[config.mk]
export PLATFORM = sky130hd
export DESIGN_NAME = sp_to_hp_cvt
export DESIGN_NICKNAME = d
export VERILOG_FILES = /design/src/rtl/sp_to_hp_cvt.sv
export SDC_FILE = /design/constraint.sdc
export NUM_CORES = 1
export LEC_CHECK = 0
export BUFFER_PORTS_ARGS = -buffer_cell sky130_fd_sc_hd__buf_4
export CELL_PAD_IN_SITES_DETAIL_PLACEMENT = 1
export CELL_PAD_IN_SITES_GLOBAL_PLACEMENT = 1
export CORE_MARGIN = 2
export CORE_UTILIZATION = 45
export DETAILED_ROUTE_END_ITERATION = 6
export GPL_TIMING_DRIVEN = 1
export PLACE_DENSITY = 0.83
export SYNTH_ARGS = -nofsm -noshare
export SYNTH_HDL_FRONTEND = slang
export SYNTH_SLANG_ARGS = --single-unit
export TNS_END_PERCENT = 5
[constraint.sdc]
create_clock -name clk -period 1.2 [get_ports clk]
set_clock_uncertainty 0.05 [all_clocks]
set_input_delay 0.12 -clock clk [delete_from_list [all_inputs] [get_ports clk]]
set_output_delay 0.12 -clock clk [all_outputs]
set_load 0.02 [all_outputs]
[src/rtl/sp_to_hp_cvt.sv]
module sp_to_hp_cvt #(
  parameter bit REG_OUT = 1'b1
) (
  input  logic        clk,
  input  logic        rst_n,
  input  logic        in_valid,
  input  logic [31:0] in_bits,
  input  logic [2:0]  rnd_mode,
  output logic        out_valid,
  output logic [15:0] out_bits
);

  localparam int EXP_W       = 8;
  localparam int FRAC_W      = 23;
  localparam int DROP_W      = 13;
  localparam int SIG_W       = FRAC_W + 3;
  localparam int SUB_LO      = 101;
  localparam int NRM_LO      = 113;
  localparam int OVF_LO      = 143;
  localparam int REBIAS      = 112;
  localparam int SHIFT_BASE  = 126;

  logic              sgn;
  logic [EXP_W-1:0]  ex;
  logic [FRAC_W-1:0] fr;
  logic [2:0]        md;
  logic              mag_up, mag_cut, near_even, near_away;

  assign sgn = in_bits[31];
  assign ex  = in_bits[30:23];
  assign fr  = in_bits[22:0];
  assign md  = (rnd_mode > 3'd4) ? 3'd3 : rnd_mode;

  assign mag_up    = (md == 3'd0 && !sgn) || (md == 3'd1 && sgn);
  assign mag_cut   = (md == 3'd2) || (md == 3'd0 && sgn) || (md == 3'd1 && !sgn);
  assign near_even = (md == 3'd3);
  assign near_away = (md == 3'd4);

  // normal path
  logic [DROP_W-1:0] nrm_k;
  logic [30:0]       nrm_sum;
  logic [EXP_W-1:0]  nrm_exp;
  logic [15:0]       nrm_res;

  always_comb begin
    if (mag_up)         nrm_k = 13'h1FFF;
    else if (mag_cut)   nrm_k = 13'h0000;
    else if (near_away) nrm_k = 13'h1000;
    else                nrm_k = 13'h0FFF + {12'd0, in_bits[DROP_W]};
  end

  assign nrm_sum = in_bits[30:0] + {18'd0, nrm_k};
  assign nrm_exp = nrm_sum[30:23] - EXP_W'(REBIAS);
  assign nrm_res = {sgn, nrm_exp[4:0], nrm_sum[22:13]};

  // subnormal path
  logic [4:0]       sub_sh;
  logic [SIG_W-1:0] sub_sig, sub_keep, sub_mask, sub_rem, sub_half;
  logic             sub_bump;
  logic [10:0]      sub_mag;
  logic [15:0]      sub_res;

  assign sub_sh   = 5'(EXP_W'(SHIFT_BASE) - ex);
  assign sub_sig  = {2'b00, 1'b1, fr};
  assign sub_keep = sub_sig >> sub_sh;
  assign sub_mask = (SIG_W'(1) << sub_sh) - SIG_W'(1);
  assign sub_rem  = sub_sig & sub_mask;
  assign sub_half = SIG_W'(1) << (sub_sh - 5'd1);

  always_comb begin
    if (mag_up)         sub_bump = (sub_rem != '0);
    else if (mag_cut)   sub_bump = 1'b0;
    else if (near_away) sub_bump = (sub_rem >= sub_half);
    else                sub_bump = (sub_rem > sub_half) || (sub_rem == sub_half && sub_keep[0]);
  end

  assign sub_mag = sub_keep[10:0] + {10'd0, sub_bump};
  assign sub_res = {sgn, 4'd0, sub_mag};

  // saturating and special cases
  logic [15:0] unf_res, ovf_res, spc_res, comb_res;

  assign unf_res = {sgn, 14'd0, mag_up && (in_bits[30:0] != '0)};
  assign ovf_res = {sgn, mag_cut ? 15'h7BFF : 15'h7C00};
  assign spc_res = {sgn, 5'h1F, (fr != '0) ? {1'b1, fr[21:13]} : 10'd0};

  always_comb begin
    if (ex == 8'hFF)                  comb_res = spc_res;
    else if (ex >= EXP_W'(OVF_LO))    comb_res = ovf_res;
    else if (ex >= EXP_W'(NRM_LO))    comb_res = nrm_res;
    else if (ex >= EXP_W'(SUB_LO))    comb_res = sub_res;
    else                              comb_res = unf_res;
  end

  logic unused_bits;
  assign unused_bits = ^{nrm_sum[12:0], nrm_exp[7:5], sub_keep[SIG_W-1:11], fr[12:0]};

  generate
    if (REG_OUT) begin : g_reg
      always_ff @(posedge clk or negedge rst_n) begin
        if (!rst_n) begin
          out_valid <= 1'b0;
          out_bits  <= '0;
        end else begin
          out_valid <= in_valid;
          if (in_valid) out_bits <= comb_res;
        end
      end


      lat_valid_chk: assert property (@(posedge clk) disable iff (!rst_n)
        out_valid == $past(in_valid));


      ovf_sat_chk: assert property (@(posedge clk) disable iff (!rst_n)
        (in_valid && ex >= 8'd143 && ex != 8'hFF) |=>
          (out_bits[14:0] == 15'h7C00 || out_bits[14:0] == 15'h7BFF));


      unf_tiny_chk: assert property (@(posedge clk) disable iff (!rst_n)
        (in_valid && ex <= 8'd100) |=> (out_bits[14:1] == 14'd0));


      nan_quiet_chk: assert property (@(posedge clk) disable iff (!rst_n)
        (in_valid && ex == 8'hFF && fr != '0) |=> (out_bits[14:9] == 6'h3F));


      inf_keep_chk: assert property (@(posedge clk) disable iff (!rst_n)
        (in_valid && ex == 8'hFF && fr == '0) |=>
          (out_bits == {$past(in_bits[31]), 15'h7C00}));
    end else begin : g_comb
      assign out_valid = in_valid;
      assign out_bits  = comb_res;
    end
  endgenerate

endmodule

==> results of run 1 <==
-- Yosys cell counts, types with 14 or more instances --
| master | number |
|---|---|
| nand2_1 | 75 |
| nor2_1 | 60 |
| ha_1 | 48 |
| a21oi_1 | 40 |
| nand3_1 | 32 |
| clkbuf_1 | 29 |
| o21ai_0 | 24 |
| mux2i_1 | 23 |
| xnor2_1 | 21 |
| nand4_1 | 18 |
| dfrtp_1 | 17 |
| nor3_1 | 16 |
| nor2b_1 | 15 |
| nor4_1 | 14 |
-- stage by stage --
stage / utilization (%) / setup slack, ns / hold slack, ns / std cells
floorplan: - / -3.520 / -0.2256 / 635
global placement: 66.40 / -3.882 / -0.05774 / 987
detailed placement: 66.40 / -4.603 / -0.04783 / 987
-- cell families after synthesis --
logic type	share of synthesized area, %
flip-flops	8.929
XOR/XNOR	6.198
adder cells (fa/ha/maj)	12.82
AO/OA/AOI/OAI	24.00
multiplexers	13.10
buffers and inverters	5.541
AND/OR/NAND/NOR	29.41
==> summary.md, run 1 <==
| Metric | Value |
|---|---|
| Status | aborted with a tool error |
| Halt Stage | 4_1_cts |
| Log Error | [ERROR DPL-0033] detailed placement checks failed during check placement. |
| Placement-stage cell area | 6855 um^2 |
| Die height | 106.9 um |
| Register area share after synthesis | 8.929% |
| Synth async-reset ratio | 100.0% |
| Post-CTS sizing | 92 |
| H-tree levels | 1 |
| IO buf count | 54 |
| Synth Flop Type | dfrtp_1 |
| CTS sink cnt | 17 |
| Post-DP HPWL | 23,570 um |
| Distinct cells, synth | 78 |
| Die W | 106.9 um |
| Placer Congestion | 1.082 |
| Syn avg cell area | 7.503 um^2 |
| Setup bufs post-CTS | 26 |
| Post-Syn Instances | 635 |
| Hold-fix buffers at CTS | 1 |
| Synth top area share | 12.61% |
| Num CTS Buffers | 3 |
| # IOs | 55 |
| Clock buffer depth | 2 |
| Top cells by area, synth | ha_1 13%, dfrtp_1 8.9%, nand2_1 5.9%, mux4_2 5.2%, mux2i_1 4.8% |
| Cell accounting for the most synthesized area | ha_1 |
| Post-Synthesis Cell Area | 4765 um^2 |
| FF+latch count, synth | 17 |
| CTS root buffer | clkbuf_8 |
| Post-synth EDFFs | 0 |
| Yosys warns | 0 |
| Mapped Nets | 721 |
| Starting Density | 46.15% |
| Rows | 37 |
==> run 2: changes to the inputs <==
Settings changed: CELL_PAD_IN_SITES_DETAIL_PLACEMENT 1 to unset, CELL_PAD_IN_SITES_GLOBAL_PLACEMENT 1 to unset, CORE_UTILIZATION 45 to 40, PLACE_DENSITY 0.83 to unset, PLACE_DENSITY_LB_ADDON set to 0.15.
==> run 2 against run 1 <==
  * Synthesized cell count unchanged
  * The flow now finishes, with violations (DRC, setup timing)
  * Area after synthesis unchanged
==> summary.md, run 2 <==
| Metric | Value |
|---|---|
| Biggest regs | out_bits x16, out_valid x1 |
| Worst hold path class | in2reg |
| Die W | 113.1 um |
| Final Net Count | 968 |
| CP endpoint kind | flip-flop |
| Post-DRT Antenna Nets | 0 |
| Synth cell count leaders | 75 x nand2_1, 60 x nor2_1, 48 x ha_1 |
| CTS root buffer | clkbuf_16 |
| Setup-failing EPs final | 15 |
| Rows | 39 |
| Violated checks | DRC, setup timing |
| CTS tree | built |
| RSZ-0062 raised after global routing | true |
| Congestion Overflow GR | 0 |
| Leakage | 3.328 nW |
| Fin crit share | 392.2% |
| Commonest non-fill, non-tap cell in the layout | buf_4 |
| Critical path's slowest cell | o41ai_4 |
| FF+latch count, synth | 17 |
| Clk slew on worst S/H paths | 0.06 ns |
| Inserted Diodes | 0 |
| Final Util | 65.74% |
| PnR worst setup slack | -3.506 ns |
| Layout fillers | 997 |
| Final Cell Area | 7571 um^2 |
| CTS sink cnt | 17 |
| Placement-stage cell area | 6922 um^2 |
| Register area | 425.4 um^2 |
| Most frequent cell after synthesis | nand2_1 |
| Initial detailed-routing violation count | 562 |
| Synth async-reset ratio | 100.0% |
| DR vias/cell | 5.897 |
| Yosys warns | 0 |
| CP most frequent cell | ha_4 |
| MaxCap Viol Count | 0 |
| Cell accounting for the most synthesized area | ha_1 |
| Die Area | 12,800 um^2 |
| Routed via count | 6,039 |
| Simple-gate share of the synthesized area | 29.41% |
| Worst-Margin Slew | 0.5738 ns |
| Clock buffer depth | 2 |
| Post-Synthesis Cell Area | 4765 um^2 |
| Worst Path Required | 1.28 ns |
| H-tree levels | 1 |
| Worst path max stage delay | 0.49 ns |
| DRC violations left | 3 |
| Critical path launch point type | input pin |
| Syn avg cell area | 7.503 um^2 |
| Vias in the first global route | 6,108 |
| Mux cell area share after synthesis | 13.10% |
| Multi-input combinational cell area | 4589 um^2 |
| # IOs | 55 |
| Post-synth EDFFs | 0 |
| Crit path kind | in2reg |
| Hold WS | 0.1138 ns |
| Post-Syn Instances | 635 |
| Area delta synth->final | 58.90% |
| IR drop worst, VDD | 0.6248 mV |
| Commonest non-fill, non-tap cells in the layout | 272 x buf_4, 74 x nand2_1, 56 x nor2_1 |
| Fmax | 212.5 MHz |
| Status | finished with violations |
| IO buf count | 54 |
| First-pass GRT wire length | 32,620 um |
| Reg with most FFs | out_bits |
| Wire per inst | 19.99 um |
| Clk Latency, worst-skew pair | 0.25 ns |
| PwrDens | 696.0 nW/um^2 |
| Largest net degree at the start of global routing | 28 |
| Mapped Nets | 721 |
| Top cells by area, synth | ha_1 13%, dfrtp_1 8.9%, nand2_1 5.9%, mux4_2 5.2%, mux2i_1 4.8% |
| CP Max Fanout | 5 |
| Largest register FFs | 16 |
| Synth top area share | 12.61% |
| Hold Vio Cnt, Final | 0 |
| Largest family of logic cells by synthesized area | simple AND/OR/NAND/NOR gates |
| Post-synthesis compound-gate area fraction | 24.00% |
| Xor/xnor share of the synthesized area | 6.197% |
| GRT Overall Usage | 31.94% |
| Period minus WS final | 4.706 ns |
| Synth Area in Adders | 12.82% |
| Starting Density | 41.37% |
| Die height | 113.1 um |
| Max-slew violation count | 0 |
| Routed wire length | 20,470 um |
| Distinct cells, synth | 78 |
| Core area | 11,520 um^2 |
| Slew HR | 61.34% |
| DRT Pass-1 Iters | 7 |
| Fraction of layout cells with a size suffix above 1 | 44.04% |
| Placer Congestion | 1.029 |
| Num CTS Buffers | 3 |
| Tot Pwr | 5.269 mW |
| Register area share after synthesis | 8.929% |
| Initial antenna violation count | 0 |
| Arr. time, crit path | 4.79 ns |
| Synth Flop Type | dfrtp_1 |
| Post-DP HPWL | 16,520 um |
## run 2: path summary, 6_finish.rpt
| path | start | slack, ns | end | depth (start not counted) |
|---|---|---|---|---|
| worst min register to register | out_bits[12] | 0.44 | out_bits[12] | 2 |
| min in group asynchronous | rst_n | 0.23 | out_bits[11] | 2 |
| max in group asynchronous | rst_n | 0.67 | out_bits[0] | 2 |
| worst max register to register | out_bits[10] | 0.24 | out_bits[10] | 4 |
| worst min-delay path | in_valid | 0.11 | out_bits[12] | 3 |
| worst max-delay path | in_bits[24] | -3.51 | out_bits[8] | 27 |
## run 2: area by class of cell
| cell class | instances | share of cell area (%) |
|---|---|---|
| inverter | 10 | 0.5619 |
| multi-input combinational | 562 | 60.62 |
| sequential | 17 | 5.619 |
| clock inverter | 1 | 0.06610 |
| tap | 143 | 2.363 |
| timing repair buffer | 288 | 29.78 |
| clock buffer | 3 | 0.9916 |
## run 2: cell families (layout without fill, tap and decap cells)
| kind of cell | after synthesis | in the layout |
|---|---|---|
| multiplexers | 43 | 43 |
| AO/OA/AOI/OAI | 161 | 161 |
| XOR/XNOR | 32 | 32 |
| adder cells (fa/ha/maj) | 49 | 49 |
| flip-flops | 17 | 17 |
| buffers and inverters | 56 | 302 |
| AND/OR/NAND/NOR | 277 | 277 |
## run 2: routing by layer
layer / part of all wire, % / vias to the layer above / track usage, %
li1: - / 2898 / -
met1: 44 / 2872 / 44.94
met2: 45 / 240 / 50.86
met3: 7.6 / 29 / 5.088
met4: 2.6 / 0 / 8.618
met5: 0 / - / 0
## run 2: through the flow
stage / setup slack [ns] / std cells / TNS (ns)
after floorplan: -3.520 / 635 / -44.93
after global placement: -3.947 / 1000 / -50.38
after detailed placement: -4.093 / 1000 / -51.86
after CTS: -3.437 / 1021 / -42.82
final: -3.506 / 1024 / -43.57
after global routing: -3.768 / 1024 / -47.13
## run 2: repair_timing
action / in CTS / in global routing
setup buffers: 16 / 3
pin swaps: 40 / 20
endpoints found under the hold margin: 17 / 0
gates resized for setup: 55 / 22
hold buffers: 1 / 0
setup endpoints to repair: 15 / 15
## run 2: critical path: cells and delay by family
kind | cells | cell delay [ns]
adders and majority gates | 4 | 0.80
and+or+nand+nor | 10 | 1.39
xor gates and xnor gates | 2 | 0.34
buffers and inverters | 4 | 0.48
AOI/OAI and AO/OA | 7 | 1.68
## run 2: report_power, final
| group | internal [mW] | total, mW | switching (mW) |
|---|---|---|---|
| combinational | 1.92 | 3.91 | 1.99 |
| clock | 0.446 | 0.679 | 0.233 |
| sequential | 0.644 | 0.683 | 0.0387 |
| total | 3.01 | 5.27 | 2.26 |
No activity file was read; power rests on OpenSTA's default activity.
==> run 3: changes to the inputs <==
Settings changed: CORE_UTILIZATION 40 to 60.
==> run 3 against run 2 <==
  * The run now fails in 5_1_grt
  * Area after synthesis stayed put
  * Synthesized cell count unchanged
==> summary.md, run 3 <==
| Metric | Value |
|---|---|
| Post-DP HPWL | 16,310 um |
| First-pass GRT wire length | 50,100 um |
| Most frequent cell after synthesis | nand2_1 |
| Distinct cells, synth | 78 |
| Halt Stage | 5_1_grt |
| Cell accounting for the most synthesized area | ha_1 |
| CTS sink cnt | 17 |
| Die W | 93.11 um |
| H-tree levels | 1 |
| Post-Synthesis Cell Area | 4765 um^2 |
| Synth Flop Type | dfrtp_1 |
| Register area share after synthesis | 8.929% |
| Status | aborted with a tool error |
| IO buf count | 54 |
| Yosys warns | 0 |
| Synth async-reset ratio | 100.0% |
| Vias in the first global route | 8,673 |
| Post-synth EDFFs | 0 |
| Starting Density | 61.66% |
| Post-Syn Instances | 635 |
| Clock buffer depth | 2 |
| Congestion Overflow GR | 33 |
| Syn avg cell area | 7.503 um^2 |
| GRT Overall Usage | 76.50% |
| Die height | 93.11 um |
| Placer Congestion | 1.186 |
| Synth cell count leaders | 75 x nand2_1, 60 x nor2_1, 48 x ha_1 |
| Largest net degree at the start of global routing | 28 |
| Num CTS Buffers | 3 |
| Log Error | [ERROR GRT-0116] Global routing finished with congestion. Check the congestion regions in the DRC Viewer. |
| # IOs | 55 |
| Synth top area share | 12.61% |
| Rows | 32 |
| FF+latch count, synth | 17 |
| CTS root buffer | clkbuf_8 |
| Top cells by area, synth | ha_1 13%, dfrtp_1 8.9%, nand2_1 5.9%, mux4_2 5.2%, mux2i_1 4.8% |
| Mapped Nets | 721 |
run 3: cell counts after synthesis:
No cell type changed its count.
run 3: cells by family after synthesis:
| kind of cell | share of synthesized area [%] |
|---|---|
| xor gates and xnor gates | 6.198 |
| AOI/OAI and AO/OA | 24.00 |
| and+or+nand+nor | 29.41 |
| adders and majority gates | 12.82 |
| DFF | 8.929 |
| buffers and inverters | 5.541 |
| muxes | 13.10 |
run 3: layer usage:
| layer | track usage (%) | overflow |
|---|---|---|
| met5 | 28.21 | 0 |
| met4 | 74.63 | 17 |
| met3 | 58.58 | 0 |
| met2 | 93.24 | 16 |
| met1 | 78.29 | 0 |
run 3: per-stage QoR:
stage	setup TNS [ns]	std cells	area [um^2]	setup WS (ns)
4_1_cts	-41.75	965	7271	-3.350
2_1_floorplan	-44.93	635	4992	-3.520
3_5_place_dp	-52.73	941	6735	-4.143
3_3_place_gp	-47.88	941	6735	-3.735
run 3: what timing repair did:
| item | 4_1_cts |
|---|---|
| buffers inserted | 18 |
| pin swaps | 35 |
| cloned | 1 |
| endpoints found under the hold margin | 17 |
| resized for setup | 65 |
| hold buffers | 1 |
| setup endpoints to repair | 15 |
